File: src/rtl/edge_bank_pkg.sv
package edge_bank_pkg;

    localparam int unsigned DEF_NUM_DET = 256;
    localparam int unsigned DEF_WORD_W  = 32;

    typedef enum logic [1:0] {
        EDGE_RISE = 2'd0,
        EDGE_FALL = 2'd1,
        EDGE_BOTH = 2'd2,
        EDGE_RSVD = 2'd3
    } edge_kind_e;

    typedef enum logic [1:0] {
        SEL_INDEX = 2'd0,
        SEL_KIND  = 2'd1,
        SEL_MASK  = 2'd2,
        SEL_NONE  = 2'd3
    } cfg_sel_e;

    function automatic logic edge_hit(input edge_kind_e kind, input logic prev, input logic cur);
        logic rise;
        logic fall;
        rise = ~prev & cur;
        fall = prev & ~cur;
        case (kind)
            EDGE_RISE: edge_hit = rise;
            EDGE_FALL: edge_hit = fall;
            EDGE_BOTH: edge_hit = rise | fall;
            default:   edge_hit = 1'b0;
        endcase
    endfunction

endpackage

File: src/rtl/edge_cfg_regs.sv
module edge_cfg_regs
    import edge_bank_pkg::*;
#(
    parameter int unsigned NUM_DET = DEF_NUM_DET,
    localparam int unsigned IDX_W  = $clog2(NUM_DET)
) (
    input  logic                   clk,
    input  logic                   rst,
    input  logic                   cfg_we,
    input  logic [1:0]             cfg_sel,
    input  logic [IDX_W-1:0]       cfg_wdata,
    output logic [IDX_W-1:0]       cur_idx,
    output logic [2*NUM_DET-1:0]   kind_flat,
    output logic [NUM_DET-1:0]     mask_vec
);

    cfg_sel_e   sel;
    edge_kind_e new_kind;

    assign sel      = cfg_sel_e'(cfg_sel);
    assign new_kind = edge_kind_e'(cfg_wdata[1:0]);

    always_ff @(posedge clk) begin
        if (rst) begin
            cur_idx   <= '0;
            kind_flat <= '0;
            mask_vec  <= '0;
        end else if (cfg_we) begin
            case (sel)
                SEL_INDEX: cur_idx <= cfg_wdata;
                SEL_KIND: begin
                    if (new_kind != EDGE_RSVD)
                        kind_flat[2*cur_idx +: 2] <= new_kind;
                end
                SEL_MASK:  mask_vec[cur_idx] <= cfg_wdata[0];
                default: ;
            endcase
        end
    end

endmodule

File: src/rtl/edge_detect_bank.sv
module edge_detect_bank
    import edge_bank_pkg::*;
#(
    parameter int unsigned NUM_DET = DEF_NUM_DET
) (
    input  logic                 clk,
    input  logic                 rst,
    input  logic [NUM_DET-1:0]   mon_in,
    input  logic [2*NUM_DET-1:0] kind_flat,
    input  logic [NUM_DET-1:0]   mask_vec,
    output logic [NUM_DET-1:0]   evt_out
);

    logic [NUM_DET-1:0] mon_q;
    logic               primed_q;

    always_ff @(posedge clk) begin
        if (rst) begin
            mon_q    <= '0;
            primed_q <= 1'b0;
        end else begin
            mon_q    <= mon_in;
            primed_q <= 1'b1;
        end
    end

    for (genvar n = 0; n < NUM_DET; n++) begin : g_det
        edge_kind_e kind;
        assign kind       = edge_kind_e'(kind_flat[2*n +: 2]);
        assign evt_out[n] = primed_q & ~mask_vec[n] & edge_hit(kind, mon_q[n], mon_in[n]);
    end

endmodule

File: src/rtl/edge_readback.sv
module edge_readback
    import edge_bank_pkg::*;
#(
    parameter int unsigned NUM_DET  = DEF_NUM_DET,
    parameter int unsigned WORD_W   = DEF_WORD_W,
    localparam int unsigned KIND_WORDS = (2*NUM_DET)/WORD_W,
    localparam int unsigned MASK_WORDS = NUM_DET/WORD_W,
    localparam int unsigned RD_AW      = $clog2(KIND_WORDS + MASK_WORDS),
    localparam int unsigned RD_DEPTH   = 1 << RD_AW
) (
    input  logic [2*NUM_DET-1:0] kind_flat,
    input  logic [NUM_DET-1:0]   mask_vec,
    input  logic [RD_AW-1:0]     rd_addr,
    output logic [WORD_W-1:0]    rd_data
);

    logic [WORD_W-1:0] words [RD_DEPTH];

    for (genvar w = 0; w < RD_DEPTH; w++) begin : g_word
        if (w < KIND_WORDS) begin : g_kind
            assign words[w] = kind_flat[w*WORD_W +: WORD_W];
        end else if (w < KIND_WORDS + MASK_WORDS) begin : g_mask
            assign words[w] = mask_vec[(w-KIND_WORDS)*WORD_W +: WORD_W];
        end else begin : g_zero
            assign words[w] = '0;
        end
    end

    assign rd_data = words[rd_addr];

endmodule

File: src/rtl/edge_bank_top.sv
module edge_bank_top
    import edge_bank_pkg::*;
#(
    parameter int unsigned NUM_DET = DEF_NUM_DET,
    parameter int unsigned WORD_W  = DEF_WORD_W,
    localparam int unsigned IDX_W  = $clog2(NUM_DET),
    localparam int unsigned RD_AW  = $clog2((3*NUM_DET)/WORD_W)
) (
    input  logic                clk,
    input  logic                rst,
    input  logic                cfg_we,
    input  logic [1:0]          cfg_sel,
    input  logic [IDX_W-1:0]    cfg_wdata,
    input  logic [RD_AW-1:0]    rd_addr,
    output logic [WORD_W-1:0]   rd_data,
    input  logic [NUM_DET-1:0]  mon_in,
    output logic [NUM_DET-1:0]  evt_out
);

    logic [IDX_W-1:0]     cur_idx;
    logic [2*NUM_DET-1:0] kind_flat;
    logic [NUM_DET-1:0]   mask_vec;

    edge_cfg_regs #(.NUM_DET(NUM_DET)) cfg_i (
        .clk       (clk),
        .rst       (rst),
        .cfg_we    (cfg_we),
        .cfg_sel   (cfg_sel),
        .cfg_wdata (cfg_wdata),
        .cur_idx   (cur_idx),
        .kind_flat (kind_flat),
        .mask_vec  (mask_vec)
    );

    edge_detect_bank #(.NUM_DET(NUM_DET)) det_i (
        .clk       (clk),
        .rst       (rst),
        .mon_in    (mon_in),
        .kind_flat (kind_flat),
        .mask_vec  (mask_vec),
        .evt_out   (evt_out)
    );

    edge_readback #(.NUM_DET(NUM_DET), .WORD_W(WORD_W)) rb_i (
        .kind_flat (kind_flat),
        .mask_vec  (mask_vec),
        .rd_addr   (rd_addr),
        .rd_data   (rd_data)
    );

endmodule

File: config.mk
export PLATFORM = sky130hd
export DESIGN_NAME = edge_bank_top
export DESIGN_NICKNAME = d
export VERILOG_FILES = /design/src/rtl/edge_bank_pkg.sv /design/src/rtl/edge_cfg_regs.sv /design/src/rtl/edge_detect_bank.sv /design/src/rtl/edge_readback.sv /design/src/rtl/edge_bank_top.sv
export SDC_FILE = /design/constraint.sdc
export NUM_CORES = 2
export LEC_CHECK = 0
export BUFFER_PORTS_ARGS = -buffer_cell sky130_fd_sc_hd__buf_4
export CORE_ASPECT_RATIO = 0.7
export CORE_MARGIN = 1
export CORE_UTILIZATION = 67
export CTS_BUF_LIST = sky130_fd_sc_hd__clkbuf_8
export DETAILED_ROUTE_END_ITERATION = 7
export GPL_TIMING_DRIVEN = 0
export PLACE_DENSITY = 0.88
export RECOVER_POWER = 50
export SKIP_LAST_GASP = 1
export SLEW_MARGIN = 5
export SYNTH_ARGS = -nofsm -noshare
export SYNTH_HDL_FRONTEND = slang
export SYNTH_HIERARCHICAL = 1
export SYNTH_SLANG_ARGS = --single-unit
File: constraint.sdc
create_clock -name clk -period 7.44 [get_ports clk]
set_input_delay 0 -clock clk [delete_from_list [all_inputs] [get_ports clk]]
set_output_delay 0 -clock clk [all_outputs]
set_load 0.01 [all_outputs]
==> flow_metrics.tcl, run 1 <==
set metrics [dict create \
    status "did not finish" \
    failed_stage "global routing" \
    stop_error "[ERROR GRT-0116] Global routing finished with congestion. Check the congestion regions in the DRC Viewer." \
    cts.sinks 1033 \
    synth_edf_count 0 \
    syn_inst 7216 \
    synth_top_cell_by_area "dfxtp_1" \
    grt_pass1_vias 88700 \
    pin_count 562 \
    io_buffers 560 \
    synth.most_common_cell "dfxtp_1" \
    initial_utilization_pct 67.7 \
    syn_avg_cell_area_um2 8.81 \
    synth_seq_area_share_pct 32.5 \
    cts.path.max_buffers 3 \
    root_buffer "clkbuf_8" \
    synth_nets 8007 \
    ys_top_cells_by_count "dfxtp_1 (1033), mux2i_1 (903), nor2_1 (839), nand2_1 (605), nor2b_1 (555)" \
    hpwl_mm 290 \
    htree_levels 4 \
    ys_types 81 \
    synth_area_leaders "dfxtp_1 (33%), mux2i_1 (14%), ha_1 (10%)" \
    grt_pass1_wl_mm 675 \
    die_y_um 260 \
    cts_made_buffers 161 \
    synth_area_mm2 0.0636 \
    yosys_warnings 6 \
    post-cts-setup-buffers 0 \
    grt.overflow.total 2079 \
    synth_top_area_share_pct 32.5 \
    synth_top_flop_cell "dfxtp_1" \
    gp_congestion 1.53 \
    fp-row-count 94 \
    synthArstFlopShare_pct 0 \
    post-place-ws_ns 1.21 \
    fp.dieW_um 370 \
    synth_seq_cells 1033 \
    grt_max_degree 17 \
    track_usage_pct 96.1 \
]
per-layer routing:
| metal | GRT overflow | GRT usage, % |
|---|---|---|
| met5 | 37 | 81.3 |
| met4 | 452 | 97.8 |
| met3 | 283 | 91.7 |
| met2 | 1027 | 104 |
| met1 | 280 | 93.4 |
cell families after synthesis:
family / share of synthesized area (%)
simple gates: 23.4
flops: 32.5
mux: 17.0
buf+inv: 6.38
compound gates: 10.5
fa+ha+maj: 10.2
xor+xnor: 0.0964
through the flow:
| stage | hold WS, ns | cell area (um^2) | instances |
|---|---|---|---|
| after detailed placement | 0.255 | 69500 | 9033 |
| after CTS | 0.0962 | 78400 | 9866 |
| after floorplan | 0.139 | 63600 | 7216 |
| after global placement | 0.243 | 69300 | 9024 |
timing repair:
item,CTS
gates resized for setup,0
hold buffers,545
endpoints found under the hold margin,349
==> run 2, diff against run 1 <==
- CORE_ASPECT_RATIO: 0.7 -> unset
- CORE_UTILIZATION: 67 -> 40
- CTS_BUF_LIST: sky130_fd_sc_hd__clkbuf_8 -> unset
- PLACE_DENSITY: 0.88 -> unset
- PLACE_DENSITY_LB_ADDON: unset -> 0.15
==> run 2 against run 1 <==
The flow now finishes, with violations (DRC, hold timing, capacitance limit, slew limit, setup timing). Synthesized area did not move. Synthesized cell count did not move.
==> flow_metrics.tcl, run 2 <==
set metrics [dict create \
    cp-startpoint "cfg_i/cur_idx[0]$_SDFFE_PP0P_" \
    slew_viol_final 386 \
    drt-initial-drc-count 9574 \
    p_seq_share_pct 38.9 \
    antenna_left 0 \
    setup_slack_ns -0.277 \
    setup_viol 48 \
    synth_top_flop_cell "dfxtp_1" \
    stdcell_count 10500 \
    synth_seq_cells 1033 \
    fp.dieW_um 401 \
    required_ns 8.13 \
    holdWs_ns -0.0124 \
    insertion_delay_ns 0.80 \
    gp_congestion 1.16 \
    fp-row-count 145 \
    vdd_ir_drop_max_mv 0.187 \
    synth_area_leaders "dfxtp_1 (33%), mux2i_1 (14%), ha_1 (10%)" \
    mostFrequentLayoutCells "dfxtp_1 (1033), mux2i_1 (902), nor2_1 (819), nand2_1 (602), nor2b_1 (555)" \
    drt_wl_total_mm 449 \
    synthToLayoutAreaGrowth_pct 23.1 \
    combPwrFrac_pct 15.9 \
    arrival_ns 8.41 \
    core_mm2 0.157 \
    synth_top_area_share_pct 32.5 \
    violations "DRC, hold timing, capacitance limit, slew limit, setup timing" \
    final_util_pct 49.9 \
    pin_count 562 \
    cap_violations 40 \
    fin_crit_sh_pct 104 \
    layout_min_cycle_time_ns 7.72 \
    regMostFlops "cfg_i/kind_flat" \
    hold_viol_final 4 \
    worst_pin_slew_ns 2.42 \
    critPathMaxFanout 10 \
    fin_skew_ns 0.0418 \
    fin_nets 9106 \
    synth_area_mm2 0.0636 \
    viasPerCell 6.47 \
    status "finished, violations left" \
    reg_top3 "cfg_i/kind_flat x512, cfg_i/mask_vec x256, det_i/mon_q x256" \
    die_area_mm2 0.161 \
    grt.overflow.total 0 \
    synth_edf_count 0 \
    synthArstFlopShare_pct 0 \
    path_clk_slew_ns 0.07 \
    track_usage_pct 54.0 \
    r2r_start "cfg_i/cur_idx[0]$_SDFFE_PP0P_" \
    p_leak_uw 0.0314 \
    p_sw_uw 4420 \
    routedWlPerCell_um 42.6 \
    yosys_warnings 6 \
    worst_setup_path_start_kind "register" \
    place_inst 9888 \
    path_class "register to register" \
    syn_inst 7216 \
    antenna_found_initial 80 \
    final_common_cell "dfxtp_1" \
    ys_top_cells_by_count "dfxtp_1 (1033), mux2i_1 (903), nor2_1 (839), nand2_1 (605), nor2b_1 (555)" \
    grt_pass1_wl_mm 578 \
    hold_path_startpoint "mon_in[237]" \
    drive_gt1_share_pct 13.1 \
    synth_top_cell_by_area "dfxtp_1" \
    rsz0062_at_grt "false" \
    synth_seq_area_share_pct 32.5 \
    cts.sinks 1033 \
    clockPowerShare_pct 45.2 \
    drc 1 \
    swShare_pct 30.4 \
    hpwl_mm 357 \
    cts_tree "built" \
    synth.most_common_cell "dfxtp_1" \
    dr_total_vias 68300 \
    grt_max_degree 19 \
    fmax_mhz 130 \
    hp-class "input port to register" \
    die_y_um 401 \
    p_int_uw 10100 \
    cts.path.max_buffers 3 \
    root_buffer "clkbuf_16" \
    ys_types 81 \
    firstDrtPassIters 8 \
    post-place-ws_ns -0.255 \
    htree_levels 3 \
    initial_utilization_pct 40.5 \
    syn_avg_cell_area_um2 8.81 \
    p_per_area_mw_per_mm2 186 \
    power_uw 14500 \
    end_kind "register" \
    synth_nets 8007 \
    cts_made_buffers 120 \
    relSlewSlack_pct -61.6 \
    grt_pass1_vias 62900 \
    io_buffers 560 \
    largest_register_ffs 512 \
]
## run 2: cell counts after synthesis
Identical to the previous run, type by type.
## run 2: critical path: stages, from the launching register on
cell             delay [ns]
dfxtp_1                0.40
clkbuf_1               0.49
clkbuf_1               0.46
clkdlybuf4s15_1        0.86
inv_1                  0.23
ha_1                   0.32
xor2_1                 0.79
clkbuf_1               0.76
nand2_1                0.68
nor3_2                 0.92
clkbuf_2               0.98
nand3_1                0.46
mux2i_1                0.22
## run 2: layout make-up
type	instances	area, um^2
fillers	14800	78700
multi-input cells	5233	39000
flip-flops and latches	1033	20700
repair buffers	977	7670
clock buffers	170	3470
well taps	2058	2570
inverters	519	1950
plain buffers	431	1920
clock inverters	52	803
diodes	72	180
## run 2: logic make-up after synthesis
group,synth area share [%]
compound gates,10.5
xor+xnor,0.0964
mux,17.0
simple gates,23.4
buf+inv,6.38
fa+ha+maj,10.2
flops,32.5
## run 2: through the flow
step | instance area [um^2] | setup TNS, ns
6_report | 78200 | -6.59
5_1_grt | 78100 | 0
4_1_cts | 79200 | 0
3_5_place_dp | 71300 | -1.88
3_3_place_gp | 70400 | -169.35
2_1_floorplan | 63600 | 0
## run 2: power groups by stage
| stage | Clock, uW | Combinational, uW | Sequential (uW) |
|---|---|---|---|
| floorplan | 0 | 988 | 5760 |
| global placement | 0 | 2020 | 5770 |
| detailed placement | 0 | 2080 | 5770 |
| CTS | 6510 | 2250 | 5650 |
| global route | 6730 | 2340 | 5660 |
| finish | 6570 | 2320 | 5650 |
## run 2: per-layer routing
layer | wire [um] | GRT usage (%) | vias to the layer above | part of all wire [%]
li1 | - | - | 27000 | -
met2 | 176000 | 74.6 | 5973 | 39
met4 | 56100 | 54.9 | 28 | 12
met1 | 160000 | 61.1 | 33300 | 36
met3 | 56900 | 22.3 | 1901 | 13
met5 | 327 | 0.981 | - | 0.073
## run 2: path summary, 6_finish.rpt
kind,endpoint,slack [ns],cells past startpoint
worst max-delay path,cfg_i/kind_flat[320]$_SDFFE_PP0P_,-0.28,12
worst min-delay path,det_i/mon_q[237]$_SDFF_PP0_,-0.01,4
worst max register to register,cfg_i/kind_flat[320]$_SDFFE_PP0P_,-0.28,12
worst min register to register,cfg_i/kind_flat[3]$_SDFFE_PP0P_,0.51,2
## run 2: repair_timing
action                                  CTS  global route
hold buffers                            358             0
gates resized for setup                   2             5
endpoints found under the hold margin   292             0
cloned                                    0             0
endpoints found under the setup margin   15            20
pin swaps                                 0             1
buffers inserted                          0             2
(Power assumes the default switching activity.)
